## config.mk

```make
export PLATFORM = sky130hd
export DESIGN_NAME = dlcal_tuner
export DESIGN_NICKNAME = d
export VERILOG_FILES = /design/src/rtl/dlcal_pkg.sv /design/src/rtl/dlcal_len_eval.sv /design/src/rtl/dlcal_run_track.sv /design/src/rtl/dlcal_tuner.sv
export SDC_FILE = /design/constraint.sdc
export NUM_CORES = 1
export LEC_CHECK = 0
export CORE_UTILIZATION = 30
export DETAILED_ROUTE_END_ITERATION = 8
export GPL_TIMING_DRIVEN = 1
export PLACE_DENSITY = 0.49
export SYNTH_ARGS = -nofsm -noshare
export SYNTH_HDL_FRONTEND = slang
export SYNTH_SLANG_ARGS = --single-unit
```

## constraint.sdc

```tcl
create_clock -name clk -period 2.29 [get_ports clk]
set_input_delay 0.458 -clock clk [delete_from_list [all_inputs] [get_ports clk]]
set_output_delay 0.458 -clock clk [all_outputs]
set_load 0.01 [all_outputs]
```

## src/rtl/dlcal_pkg.sv

```systemverilog
package dlcal_pkg;

    typedef enum logic [2:0] {
        ST_IDLE = 3'd0,
        ST_CAL  = 3'd1,
        ST_ASK  = 3'd2,
        ST_STEP = 3'd3,
        ST_FIN  = 3'd4
    } dlcal_state_e;

    typedef enum logic [1:0] {
        ERR_NONE   = 2'd0,
        ERR_CAL    = 2'd1,
        ERR_NOTUNE = 2'd2
    } dlcal_err_e;

    // Offset added to the tap count to form the calibration phase select.
    localparam int CAL_SEL_OFFSET = 1;

endpackage

```

## src/rtl/dlcal_len_eval.sv

```systemverilog
module dlcal_len_eval #(
    parameter int LEN_W = 12,
    parameter int IDX_W = 4
) (
    input  logic [LEN_W-1:0] len_vec,
    output logic             len_ok,
    output logic [IDX_W-1:0] len_msb
);
    // Accepted: some bit set and the overflow bit (top bit) clear.
    assign len_ok = (|len_vec) && !len_vec[LEN_W-1];

    always_comb begin
        len_msb = '0;
        for (int i = 0; i < LEN_W; i++) begin
            if (len_vec[i]) len_msb = IDX_W'(i);
        end
    end
endmodule

```

## src/rtl/dlcal_run_track.sv

```systemverilog
module dlcal_run_track #(
    parameter int PH_W  = 4,
    parameter int CNT_W = 5
) (
    input  logic             clk,
    input  logic             rst,
    input  logic             clr,
    input  logic             upd,
    input  logic             pass,
    input  logic [PH_W-1:0]  phase,
    output logic [CNT_W-1:0] best_len,
    output logic [PH_W-1:0]  best_end
);
    logic [CNT_W-1:0] run_q;
    logic [CNT_W-1:0] run_nx;

    assign run_nx = run_q + CNT_W'(1);

    always_ff @(posedge clk) begin
        if (rst || clr) begin
            run_q    <= '0;
            best_len <= '0;
            best_end <= '0;
        end else if (upd) begin
            if (pass) begin
                run_q <= run_nx;
                if (run_nx > best_len) begin
                    best_len <= run_nx;
                    best_end <= phase;
                end
            end else begin
                run_q <= '0;
            end
        end
    end
endmodule

```

## src/rtl/dlcal_tuner.sv

```systemverilog
module dlcal_tuner
    import dlcal_pkg::*;
#(
    parameter int UNIT_W      = 7,
    parameter int TAPS        = 11,
    parameter int TIMEOUT_CYC = 100000
) (
    input  logic                          clk,
    input  logic                          rst,
    input  logic                          start,
    input  logic [TAPS:0]                 len_vec,
    input  logic                          len_valid,
    input  logic                          chk_ack,
    input  logic                          chk_pass,
    output logic [UNIT_W-1:0]             dl_unit,
    output logic [$clog2(TAPS+2)-1:0]     dl_phase,
    output logic                          dl_sampler_en,
    output logic                          dl_delay_en,
    output logic                          chk_req,
    output logic                          busy,
    output logic                          done,
    output logic [1:0]                    err_code,
    output logic [UNIT_W-1:0]             res_unit,
    output logic [$clog2(TAPS+2)-1:0]     res_phase,
    output logic [$clog2(TAPS+2)-1:0]     res_max
);
    localparam int LEN_W     = TAPS + 1;
    localparam int PH_W      = $clog2(TAPS + 2);
    localparam int CNT_W     = PH_W + 1;
    localparam int TMR_W     = $clog2(TIMEOUT_CYC + 1);
    localparam logic [UNIT_W-1:0] UNIT_LAST = {UNIT_W{1'b1}};
    localparam logic [PH_W-1:0]   CAL_SEL   = PH_W'(TAPS + CAL_SEL_OFFSET);
    localparam logic [TMR_W-1:0]  TMR_LAST  = TMR_W'(TIMEOUT_CYC - 1);

    dlcal_state_e      state_q;
    dlcal_err_e        err_q;
    logic [UNIT_W-1:0] unit_q;
    logic [PH_W-1:0]   phase_q;
    logic [PH_W-1:0]   max_q;
    logic [TMR_W-1:0]  tmr_q;
    logic              done_q;

    logic              len_ok;
    logic [PH_W-1:0]   len_msb;
    logic [CNT_W-1:0]  best_len;
    logic [PH_W-1:0]   best_end;
    logic [CNT_W-1:0]  centre_wide;
    logic [PH_W-1:0]   centre;
    logic              win_clr;
    logic              win_upd;

    dlcal_len_eval #(
        .LEN_W(LEN_W),
        .IDX_W(PH_W)
    ) u_len (
        .len_vec(len_vec),
        .len_ok (len_ok),
        .len_msb(len_msb)
    );

    assign win_clr = (state_q == ST_IDLE) && start;
    assign win_upd = (state_q == ST_ASK) && chk_ack;

    dlcal_run_track #(
        .PH_W (PH_W),
        .CNT_W(CNT_W)
    ) u_win (
        .clk     (clk),
        .rst     (rst),
        .clr     (win_clr),
        .upd     (win_upd),
        .pass    (chk_pass),
        .phase   (phase_q),
        .best_len(best_len),
        .best_end(best_end)
    );

    // Centre of the longest run, rounded toward its first phase.
    assign centre_wide = {1'b0, best_end} - (best_len >> 1);
    assign centre      = centre_wide[PH_W-1:0];

    always_ff @(posedge clk) begin
        if (rst) begin
            state_q <= ST_IDLE;
            err_q   <= ERR_NONE;
            unit_q  <= '0;
            phase_q <= '0;
            max_q   <= '0;
            tmr_q   <= '0;
            done_q  <= 1'b0;
        end else begin
            case (state_q)
                ST_IDLE: begin
                    if (start) begin
                        state_q <= ST_CAL;
                        unit_q  <= '0;
                        phase_q <= '0;
                        tmr_q   <= '0;
                        done_q  <= 1'b0;
                        err_q   <= ERR_NONE;
                    end
                end
                ST_CAL: begin
                    if (len_valid && len_ok) begin
                        state_q <= ST_ASK;
                        max_q   <= len_msb;
                        phase_q <= '0;
                    end else if (len_valid || (tmr_q == TMR_LAST)) begin
                        tmr_q <= '0;
                        if (unit_q == UNIT_LAST) begin
                            state_q <= ST_IDLE;
                            err_q   <= ERR_CAL;
                        end else begin
                            unit_q <= unit_q + UNIT_W'(1);
                        end
                    end else begin
                        tmr_q <= tmr_q + TMR_W'(1);
                    end
                end
                ST_ASK: begin
                    if (chk_ack) begin
                        state_q <= (phase_q == max_q) ? ST_FIN : ST_STEP;
                    end
                end
                ST_STEP: begin
                    phase_q <= phase_q + PH_W'(1);
                    state_q <= ST_ASK;
                end
                ST_FIN: begin
                    state_q <= ST_IDLE;
                    if (best_len == '0) begin
                        err_q <= ERR_NOTUNE;
                    end else begin
                        done_q  <= 1'b1;
                        phase_q <= centre;
                    end
                end
                default: state_q <= ST_IDLE;
            endcase
        end
    end

    assign dl_unit       = unit_q;
    assign dl_phase      = (state_q == ST_CAL) ? CAL_SEL : phase_q;
    assign dl_sampler_en = (state_q == ST_CAL);
    assign dl_delay_en   = (state_q != ST_IDLE) || done_q;
    assign chk_req       = (state_q == ST_ASK);
    assign busy          = (state_q != ST_IDLE);
    assign done          = done_q;
    assign err_code      = err_q;
    assign res_unit      = unit_q;
    assign res_phase     = phase_q;
    assign res_max       = max_q;
endmodule

```

==> results of run 1 <==
flip-flops by register name, indices dropped and copies added, names as in the netlist:
signal	count
dl_unit	7
done	1
err_code	2
res_max	4
res_phase	4
state_q	3
tmr_q	17
u_win.best_end	4
u_win.best_len	5
u_win.run_q	5
layer usage:
metal	global-route usage [%]	up-vias
met3	2.26	7
met1	22.5	1352
li1	-	1498
met2	23.8	61
met4	3.67	0
met5	0	-
cell families (layout without fill, tap and decap cells):
| family | after synthesis | after routing | share of synthesized area [%] |
|---|---|---|---|
| AO/OA/AOI/OAI | 68 | 68 | 15.5 |
| multiplexers | 10 | 10 | 3.20 |
| flip-flops | 52 | 52 | 33.2 |
| XOR/XNOR | 22 | 22 | 6.15 |
| adder cells (fa/ha/maj) | 13 | 13 | 5.43 |
| AND/OR/NAND/NOR | 170 | 170 | 30.3 |
| buffers and inverters | 39 | 116 | 6.27 |
power groups by stage:
stage / Sequential [uW] / Combinational, uW / Clock [uW]
6_report: 1030 / 1550 / 576
5_1_grt: 1040 / 1670 / 634
4_1_cts: 1030 / 1530 / 607
3_5_place_dp: 1050 / 1340 / 0
3_3_place_gp: 1050 / 1340 / 0
2_1_floorplan: 1040 / 770 / 0
worst min-delay path: cells and delay by family (launching register included):
| kind | cells | cell delay [ns] |
|---|---|---|
| muxes | 1 | 0.06 |
| and+or+nand+nor | 1 | 0.05 |
| DFF | 1 | 0.32 |
layout make-up:
type / count / share of cell area (%)
multi-input combinational: 283 / 46.5
sequential: 52 / 24.3
tap: 133 / 3.89
inverter: 14 / 1.29
clock buffer: 7 / 2.25
timing repair buffer: 95 / 21.8
through the flow:
| stage | setup WS [ns] | setup TNS (ns) | hold slack (ns) | std cells |
|---|---|---|---|---|
| global placement | -0.350 | -10.24 | 0.450 | 569 |
| floorplan | 0.0980 | 0 | 0.435 | 374 |
| CTS | 0.00263 | 0 | 0.477 | 584 |
| global route | 0.00983 | 0 | 0.505 | 584 |
| finish | 0.0937 | 0 | 0.473 | 584 |
| detailed placement | -0.398 | -11.12 | 0.463 | 569 |
synth_stat cells (5+ instances only):
master | instances | area share [%]
dfxtp_1 | 52 | 33
nand2b_1 | 9 | 1.8
nor2_1 | 38 | 4.6
nor3_1 | 11 | 1.8
nand3_1 | 13 | 2.1
clkbuf_1 | 9 | 1.1
and4_1 | 6 | 1.7
o21ai_1 | 6 | 0.96
a21oi_1 | 17 | 2.7
nor4_1 | 7 | 1.4
o21ai_0 | 8 | 1.3
buf_4 | 8 | 1.9
mux2i_1 | 10 | 3.2
nor4_2 | 6 | 2.4
inv_1 | 13 | 1.6
nand2_1 | 40 | 4.8
nand4_1 | 8 | 1.6
ha_1 | 12 | 4.8
nor2b_1 | 5 | 1.0
xnor2_1 | 18 | 5.0
how the worst max path moves through the flow:
| stage | start | end | slack (ns) |
|---|---|---|---|
| after global routing | state_q[1] | chk_req | 0.01 |
| after CTS | len_vec[6] | dl_unit[5] | 0.003 |
| after floorplan | len_vec[5] | tmr_q[3] | 0.1 |
| after detailed placement | len_vec[5] | tmr_q[14] | -0.40 |
| after global placement | len_vec[5] | res_phase[2] | -0.35 |
| final | state_q[0] | dl_phase[0] | 0.09 |
repair_timing:
action | in CTS | in global routing
pin swaps | 10 | 6
endpoints found under the setup margin | 25 | 34
setup buffers | 7 | 0
gates cloned | 1 | 0
gates resized for setup | 22 | 14
hold buffers | 0 | 0
==> impl_metrics.env, run 1 <==
export IMPL_clock_sinks=52
export IMPL_cts_made_buffers=5
export IMPL_grt_pass1_wl_um=13800
export IMPL_remaining_drc_errors=0
export IMPL_drt_wirelength_per_cell_um=14.3
export IMPL_rsz0062_at_grt="no"
export IMPL_postLayoutCellArea_sq_um=4280
export IMPL_critPathArrivalTime_ns=1.74
export IMPL_final_common_cell="dfxtp_1"
export IMPL_die_w_um=104
export IMPL_syn_num_nets=405
export IMPL_ys_types=61
export IMPL_wirelength_um=8330
export IMPL_numPortBuffers=50
export IMPL_synth_main_ff_cell="dfxtp_1"
export IMPL_regToRegEndpoint="u_win.best_end[0]"
export IMPL_hold_viol_final=0
export IMPL_final_cell_mix="52 x dfxtp_1, 39 x nand2_1, 38 x nor2_1, 38 x clkdlybuf4s50_1, 35 x buf_4"
export IMPL_root_buffer="clkbuf_8"
export IMPL_rrSetupSlack_ns=0.16
export IMPL_cpMaxStageDelayCell="clkdlybuf4s50_1"
export IMPL_async_flop_share_pct=0
export IMPL_maxCapViolations=0
export IMPL_routed_via_count=2918
export IMPL_cts_path_max_buffers=2
export IMPL_multi_input_area_sq_um=1990
export IMPL_seq_power_share_pct=32.7
export IMPL_overflow=0
export IMPL_layout_drive_gt1_share_pct=17.5
export IMPL_top_layer_used="met4"
export IMPL_finalMaxSlewViolations=0
export IMPL_max_freq_mhz=455
export IMPL_final_seq_area_sq_um=1040
export IMPL_outcome="finished, final reports clean"
export IMPL_slowest_delay_ns=0.47
export IMPL_p_leak_uw=0.00155
export IMPL_r2r_worst_path_cells=9
export IMPL_synthCells=374
export IMPL_tritoncts="built"
export IMPL_grt_use_total_pct=15.4
export IMPL_syn_area_per_cell_sq_um=8.38
export IMPL_cp_max_fo=6
export IMPL_holdCritPathClass="register to register"
export IMPL_min_to="u_win.best_end[0]"
export IMPL_rows=36
export IMPL_placed_area_sq_um=3960
export IMPL_worst_pin_slew_ns=0.457
export IMPL_synth_seq_cells=52
export IMPL_p_switching_uw=1170
export IMPL_slew_headroom_pct=69.3
export IMPL_die_y_um=104
export IMPL_combPwrFrac_pct=49.1
export IMPL_num_nets_final=482
export IMPL_antenna_cells=0
export IMPL_netlist_area_sq_um=3130
export IMPL_cp_start_kind="register"
export IMPL_switching_share_pct=37.2
export IMPL_wl_met2_um=3620
export IMPL_nFillCells=984
export IMPL_synth_edf_count=0
export IMPL_gp_congestion=0.756
export IMPL_wl_met3_um=283
export IMPL_setup_violations=0
export IMPL_rr_startpoint="u_win.run_q[1]"
export IMPL_first_pass_iters=4
export IMPL_ant_nets=0
export IMPL_hold_path_startpoint="u_win.best_end[0]"
export IMPL_synth_warnings=0
export IMPL_grt_max_degree=20
export IMPL_worstSetupEndpointType="output port"
export IMPL_viasPerCell=5.00
export IMPL_antenna_found_initial=0
export IMPL_worst_setup_path_type="register to output port"
export IMPL_wl_met1_um=4340
export IMPL_ir_drop_uv=469
export IMPL_dieArea_sq_um=10900
export IMPL_path_buf_inv=1
export IMPL_drt_iter0_markers=107
export IMPL_totalPowerFinal_uw=3160
export IMPL_worst_ep_required_time_ns=1.83
export IMPL_worst_path_stages=3
export IMPL_min_period_ns=2.20
export IMPL_skew_ns=0.00938
export IMPL_fin_util_pct=43.0
export IMPL_path_delay_family="simple AND/OR/NAND/NOR gates"
export IMPL_clkTransAtPathRegs_ns=0.10
export IMPL_area_delta_synth_final_pct=36.7
export IMPL_clk_latency_ns=0.31
export IMPL_p_clk_share_pct=18.3
export IMPL_powerDensity_nw_per_um2=737
export IMPL_seq_area_frac_synth_pct=33.2
export IMPL_internal_power_uw=1980
export IMPL_grt_pass1_vias=2733
export IMPL_post_route_period_util_pct=95.9
export IMPL_dp_hpwl_um=6050
export IMPL_worstHoldPathCells=2
export IMPL_cts_max_level=2
export IMPL_ioPinCount=51
export IMPL_path_cells="or3b_4 > and2_1 > clkdlybuf4s50_1"
export IMPL_start_util_pct=31.5
export IMPL_coreArea_sq_um=9950
No activity file was read; power rests on OpenSTA's default activity.
==> inputs of run 2 (changes only) <==
- CAP_MARGIN: unset -> 15
- CORE_UTILIZATION: 30 -> 48
- PLACE_DENSITY: 0.49 -> 0.73
==> run 2 against run 1 <==
Compared with the run above:
- wire length shrank 6.2%
- global-route usage grew 9.0 points
- count of clock-buffer cells in the layout grew 1
- maximum frequency shrank 1.7%
- worst setup slack lost 0.038 ns
- sequential cell count is the same
- clock skew shrank 0.00099 ns
- via count grew 2.9%
- total power shrank 5.0%
- combinational power shrank 8%
- critical path type is now input port to register
- largest power group unchanged
- highest routed layer unchanged
==> impl_metrics.env, run 2 (synthesis gave the netlist of run 1 again) <==
export IMPL_path_delay_family="simple AND/OR/NAND/NOR gates"
export IMPL_numPortBuffers=50
export IMPL_grt_pass1_wl_um=12900
export IMPL_grt_use_total_pct=24.4
export IMPL_maxCapViolations=0
export IMPL_outcome="finished, final reports clean"
export IMPL_worst_pin_slew_ns=0.465
export IMPL_cp_max_fo=8
export IMPL_slowest_delay_ns=0.50
export IMPL_cp_start_kind="input port"
export IMPL_cts_max_level=2
export IMPL_final_common_cell="dfxtp_1"
export IMPL_finalSetupTns_ns=0
export IMPL_setup_violations=0
export IMPL_post_route_period_util_pct=97.6
export IMPL_min_period_ns=2.23
export IMPL_max_freq_mhz=448
export IMPL_first_pass_iters=4
export IMPL_drt_wirelength_per_cell_um=14.8
export IMPL_gp_congestion=0.888
export IMPL_totalPowerFinal_uw=3000
export IMPL_worstSetupEndpointType="register"
export IMPL_cpMaxStageDelayCell="or4_4"
export IMPL_layout_drive_gt1_share_pct=16.3
export IMPL_dieArea_sq_um=6850
export IMPL_regMostFlops="tmr_q"
export IMPL_tritoncts="built"
export IMPL_slew_headroom_pct=68.6
export IMPL_ioPinCount=51
export IMPL_start_util_pct=49.6
export IMPL_p_leak_uw=0.00144
export IMPL_num_nets_final=479
export IMPL_dpl_worst_slack_ns=-0.402
export IMPL_dp_hpwl_um=5910
export IMPL_viasPerCell=5.71
export IMPL_grt_pass1_vias=2859
export IMPL_overflow=0
export IMPL_final_cell_mix="52 x dfxtp_1, 42 x clkdlybuf4s50_1, 40 x nand2_1, 38 x nor2_1, 35 x buf_4"
export IMPL_cts_path_max_buffers=2
export IMPL_remaining_drc_errors=0
export IMPL_clk_latency_ns=0.30
export IMPL_path_cells="clkdlybuf4s50_1 > or4_4 > buf_6 > o311ai_4 > o211ai_4 > nor4_2 > o2bb2ai_1"
export IMPL_finalMaxSlewViolations=0
export IMPL_worst_ep_required_time_ns=2.53
export IMPL_rows=29
export IMPL_wirelength_um=7810
export IMPL_powerDensity_nw_per_um2=732
export IMPL_root_buffer="clkbuf_8"
export IMPL_fin_util_pct=64.9
export IMPL_postLayoutCellArea_sq_um=4100
export IMPL_ir_drop_uv=422
export IMPL_largest_register_ffs=17
export IMPL_clkTransAtPathRegs_ns=0.09
export IMPL_grt_max_degree=20
export IMPL_antenna_found_initial=0
export IMPL_skew_ns=0.00839
export IMPL_antenna_cells=0
export IMPL_clock_sinks=52
export IMPL_die_w_um=82.8
export IMPL_placed_area_sq_um=3920
export IMPL_rsz0062_at_grt="yes"
export IMPL_critPathArrivalTime_ns=2.47
export IMPL_setup_slack_ns=0.0556
export IMPL_holdCritPathClass="register to register"
export IMPL_coreArea_sq_um=6310
export IMPL_worst_setup_path_type="input port to register"
export IMPL_area_delta_synth_final_pct=30.7
export IMPL_cts_made_buffers=5
export IMPL_ant_nets=0
export IMPL_path_buf_inv=2
export IMPL_hold_viol_final=0
export IMPL_die_y_um=82.8
export IMPL_drt_iter0_markers=151
export IMPL_routed_via_count=3003
## run 2: cell count changes in the layout (fill, tap and decap cells not counted), moves of 2 or more
cell             change
buf_6                -2
dlymetal6s2s_1       -8
dlygate4sd2_1        +4
clkbuf_1             +2
nor4_4               -2
clkdlybuf4s50_1      +4
nor4_2               +2
## run 2: repair_timing
item	in CTS	in global routing
hold buffers	0	0
setup buffers	2	0
pin swaps	9	0
gates resized for setup	18	5
setup endpoints to repair	22	13
## run 2: cell type report
| class | count | area [sq um] |
|---|---|---|
| fill | 546 | 2220 |
| clock buffer | 8 | 90.1 |
| multi-input combinational | 283 | 1960 |
| inverter | 14 | 52.6 |
| sequential | 52 | 1040 |
| timing repair buffer | 92 | 858 |
| tap | 77 | 96.3 |
## run 2: path summary, 6_finish.rpt
path	start	endpoint	slack (ns)	cells past startpoint
worst max-delay path	len_vec[5]	dl_unit[5]	0.06	7
worst min-delay path	u_win.best_end[0]	u_win.best_end[0]	0.47	2
worst max register to register	u_win.run_q[1]	u_win.best_end[3]	0.21	9
worst min register to register	u_win.best_end[0]	u_win.best_end[0]	0.47	2
## run 2: power by group
part,total (uW),switching [uW],leakage [uW],internal [uW]
clock network,540,292,0.0000455,247
registers,1030,65.4,0.000420,962
logic,1430,753,0.000974,678
total,3000,1110,0.00144,1890
## run 2: routing by layer
metal	routed length, um	share of wire [%]	vias to the layer above	track usage, %
met5	0	0	-	0
met4	82	1.0	0	5.69
met3	280	3.6	9	5.36
met2	4030	52	59	44.3
met1	3410	44	1447	29.0
li1	-	-	1488	-
## run 2: metrics by stage
stage,hold WS [ns],cells
floorplan,0.435,374
global placement,0.446,516
detailed placement,0.461,516
CTS,0.474,526
global route,0.495,526
finish,0.467,526
## run 2: worst reg2reg max path, stage by stage (launching register included)
cell	delay, ns
dfxtp_1	0.36
ha_1	0.23
xor2_1	0.26
ha_1	0.30
and4_1	0.19
nand2_1	0.06
o211ai_1	0.07
a21oi_1	0.13
buf_4	0.22
mux2i_1	0.21
==> inputs of run 3 (changes only) <==
- PLACE_DENSITY: 0.73 -> unset
- PLACE_DENSITY_LB_ADDON: unset -> 0.08
- RECOVER_POWER: unset -> 100
==> run 3 against run 2 <==
Compared with the run above:
- register-to-register slack worse by 0.04 ns
- critical path type unchanged
- count of clock-buffer cells in the layout is 2 lower
- core utilization is 0.32 points lower
- largest power group unchanged
- hold slack better by 0.0022 ns
- highest routed layer unchanged
==> impl_metrics.env, run 3 (synthesis gave the netlist of run 1 again) <==
export IMPL_rows=29
export IMPL_clk_latency_ns=0.31
export IMPL_die_w_um=82.8
export IMPL_drt_iter0_markers=135
export IMPL_finalSetupTns_ns=0
export IMPL_grt_use_total_pct=24.1
export IMPL_antenna_cells=0
export IMPL_num_nets_final=478
export IMPL_outcome="finished, final reports clean"
export IMPL_cpMaxStageDelayCell="or4_4"
export IMPL_worst_setup_path_type="input port to register"
export IMPL_dp_hpwl_um=5720
export IMPL_path_buf_inv=4
export IMPL_cts_max_level=2
export IMPL_rsz0062_at_grt="no"
export IMPL_coreArea_sq_um=6310
export IMPL_start_util_pct=49.6
export IMPL_rr_startpoint="dl_unit[0]"
export IMPL_worst_pin_slew_ns=0.751
export IMPL_cts_made_buffers=5
export IMPL_first_pass_iters=4
export IMPL_area_delta_synth_final_pct=30.1
export IMPL_dpl_worst_slack_ns=-0.391
export IMPL_gp_congestion=0.832
export IMPL_regMostFlops="tmr_q"
export IMPL_powerDensity_nw_per_um2=718
export IMPL_routed_via_count=2958
export IMPL_rrSetupSlack_ns=0.17
export IMPL_tritoncts="built"
export IMPL_place_inst=511
export IMPL_ir_drop_uv=398
export IMPL_maxCapViolations=0
export IMPL_min_period_ns=2.22
export IMPL_worst_path_stages=9
export IMPL_path_delay_family="buffers and inverters"
export IMPL_cp_max_fo=3
export IMPL_final_common_cell="dfxtp_1"
export IMPL_setup_slack_ns=0.0683
export IMPL_worstHoldPathCells=2
export IMPL_hold_viol_final=0
export IMPL_clock_sinks=52
export IMPL_die_y_um=82.8
export IMPL_critPathArrivalTime_ns=2.42
export IMPL_grt_pass1_vias=2723
export IMPL_worst_ep_required_time_ns=2.49
export IMPL_setup_violations=0
export IMPL_overflow=0
export IMPL_crit_path_start="len_vec[9]"
export IMPL_max_freq_mhz=450
export IMPL_wirelength_um=7650
export IMPL_r2r_worst_path_cells=6
export IMPL_worstSetupEndpointType="register"
export IMPL_drt_wirelength_per_cell_um=14.6
export IMPL_skew_ns=0.00944
export IMPL_ioPinCount=51
export IMPL_cp_start_kind="input port"
export IMPL_path_cells="clkdlybuf4s50_1 > or4_4 > buf_6 > o311ai_4 > buf_4 > buf_6 > nand4_1 > xor2_1 > nor2_1"
export IMPL_ant_nets=0
export IMPL_largest_register_ffs=17
export IMPL_p_leak_uw=0.00156
export IMPL_cts_path_max_buffers=2
export IMPL_post_route_period_util_pct=97.0
export IMPL_final_cell_mix="52 x dfxtp_1, 39 x nand2_1, 38 x nor2_1, 27 x buf_4, 26 x dlygate4sd3_1"
export IMPL_regToRegEndpoint="state_q[1]"
export IMPL_grt_max_degree=20
export IMPL_remaining_drc_errors=0
export IMPL_grt_pass1_wl_um=12600
export IMPL_dieArea_sq_um=6850
export IMPL_stdcell_count=524
export IMPL_slowest_delay_ns=0.45
export IMPL_critPathMostFrequentCell="buf_6"
export IMPL_layout_drive_gt1_share_pct=15.2
export IMPL_holdCritPathClass="register to register"
export IMPL_root_buffer="clkbuf_8"
export IMPL_finalMaxSlewViolations=0
export IMPL_numPortBuffers=50
export IMPL_cp_endpoint="tmr_q[6]"
export IMPL_viasPerCell=5.65
export IMPL_slew_headroom_pct=49.9
export IMPL_clkTransAtPathRegs_ns=0.09
export IMPL_antenna_found_initial=0
-- run 3: cell types whose count changed in the layout (fill, tap and decap cells not counted), moves of 2 or more --
cell | before | now
clkbuf_4 | 0 | 3
dlygate4sd3_1 | 0 | 26
dlymetal6s2s_1 | 0 | 6
nor4_1 | 4 | 6
o21ai_0 | 8 | 10
clkdlybuf4s50_1 | 42 | 15
o21ai_1 | 6 | 4
dlygate4sd2_1 | 8 | 2
buf_4 | 35 | 27
-- run 3: worst reg2reg max path, cell delays in order (launching register included) --
cell      delay [ns]
dfxtp_1         0.42
ha_1            0.24
and4_1          0.28
a31oi_1         0.20
o21ai_0         0.16
nor4bb_1        0.51
a32oi_1         0.17
-- run 3: layout make-up --
type	instances	area (sq um)
Fill cell	560	2240
Multi-Input combinational cell	284	1940
Sequential cell	52	1040
Timing Repair Buffer	90	863
Tap cell	77	96.3
Clock buffer	6	72.6
Inverter	14	55.1
Clock inverter	1	5.00
-- run 3: repair_timing --
action	in CTS	in global routing
setup buffers	5	0
hold buffers	0	0
cloned	1	0
hold endpoints to repair	0	0
pin swaps	7	9
gates resized for setup	14	11
setup endpoints to repair	24	29
-- run 3: worst min path at each step --
stage,from,endpoint,slack [ns]
global route,u_win.best_end[2],u_win.best_end[2],0.51
floorplan,u_win.best_end[0],u_win.best_end[0],0.43
finish,u_win.best_end[2],u_win.best_end[2],0.47
CTS,u_win.best_end[2],u_win.best_end[2],0.47
global placement,u_win.best_end[0],u_win.best_end[0],0.45
detailed placement,u_win.best_end[2],u_win.best_end[2],0.46
-- run 3: per-stage QoR --
step                      utilization, %  hold slack [ns]  power [uW]  cell area, sq um
after floorplan                        -            0.435        1810              3130
after global placement              61.6            0.445        2350              3890
after detailed placement            61.6            0.460        2370              3890
after CTS                           64.3            0.473        2960              4060
after global routing                64.5            0.508        3120              4080
final                               64.5            0.470        2920              4080
-- run 3: power by group --
part	leakage (uW)	internal [uW]	total, uW	switching [uW]
sequential	0.000420	962	1030	72.1
combinational	0.00110	643	1390	746
clock	0.0000410	209	501	292
-- run 3: routing by layer --
metal	vias to the layer above	part of all wire, %	track usage, %
li1	1498	-	-
met1	1377	50	33.0
met2	75	45	38.8
met3	8	4.1	4.04
met4	0	1.2	6.90
met5	-	0	0
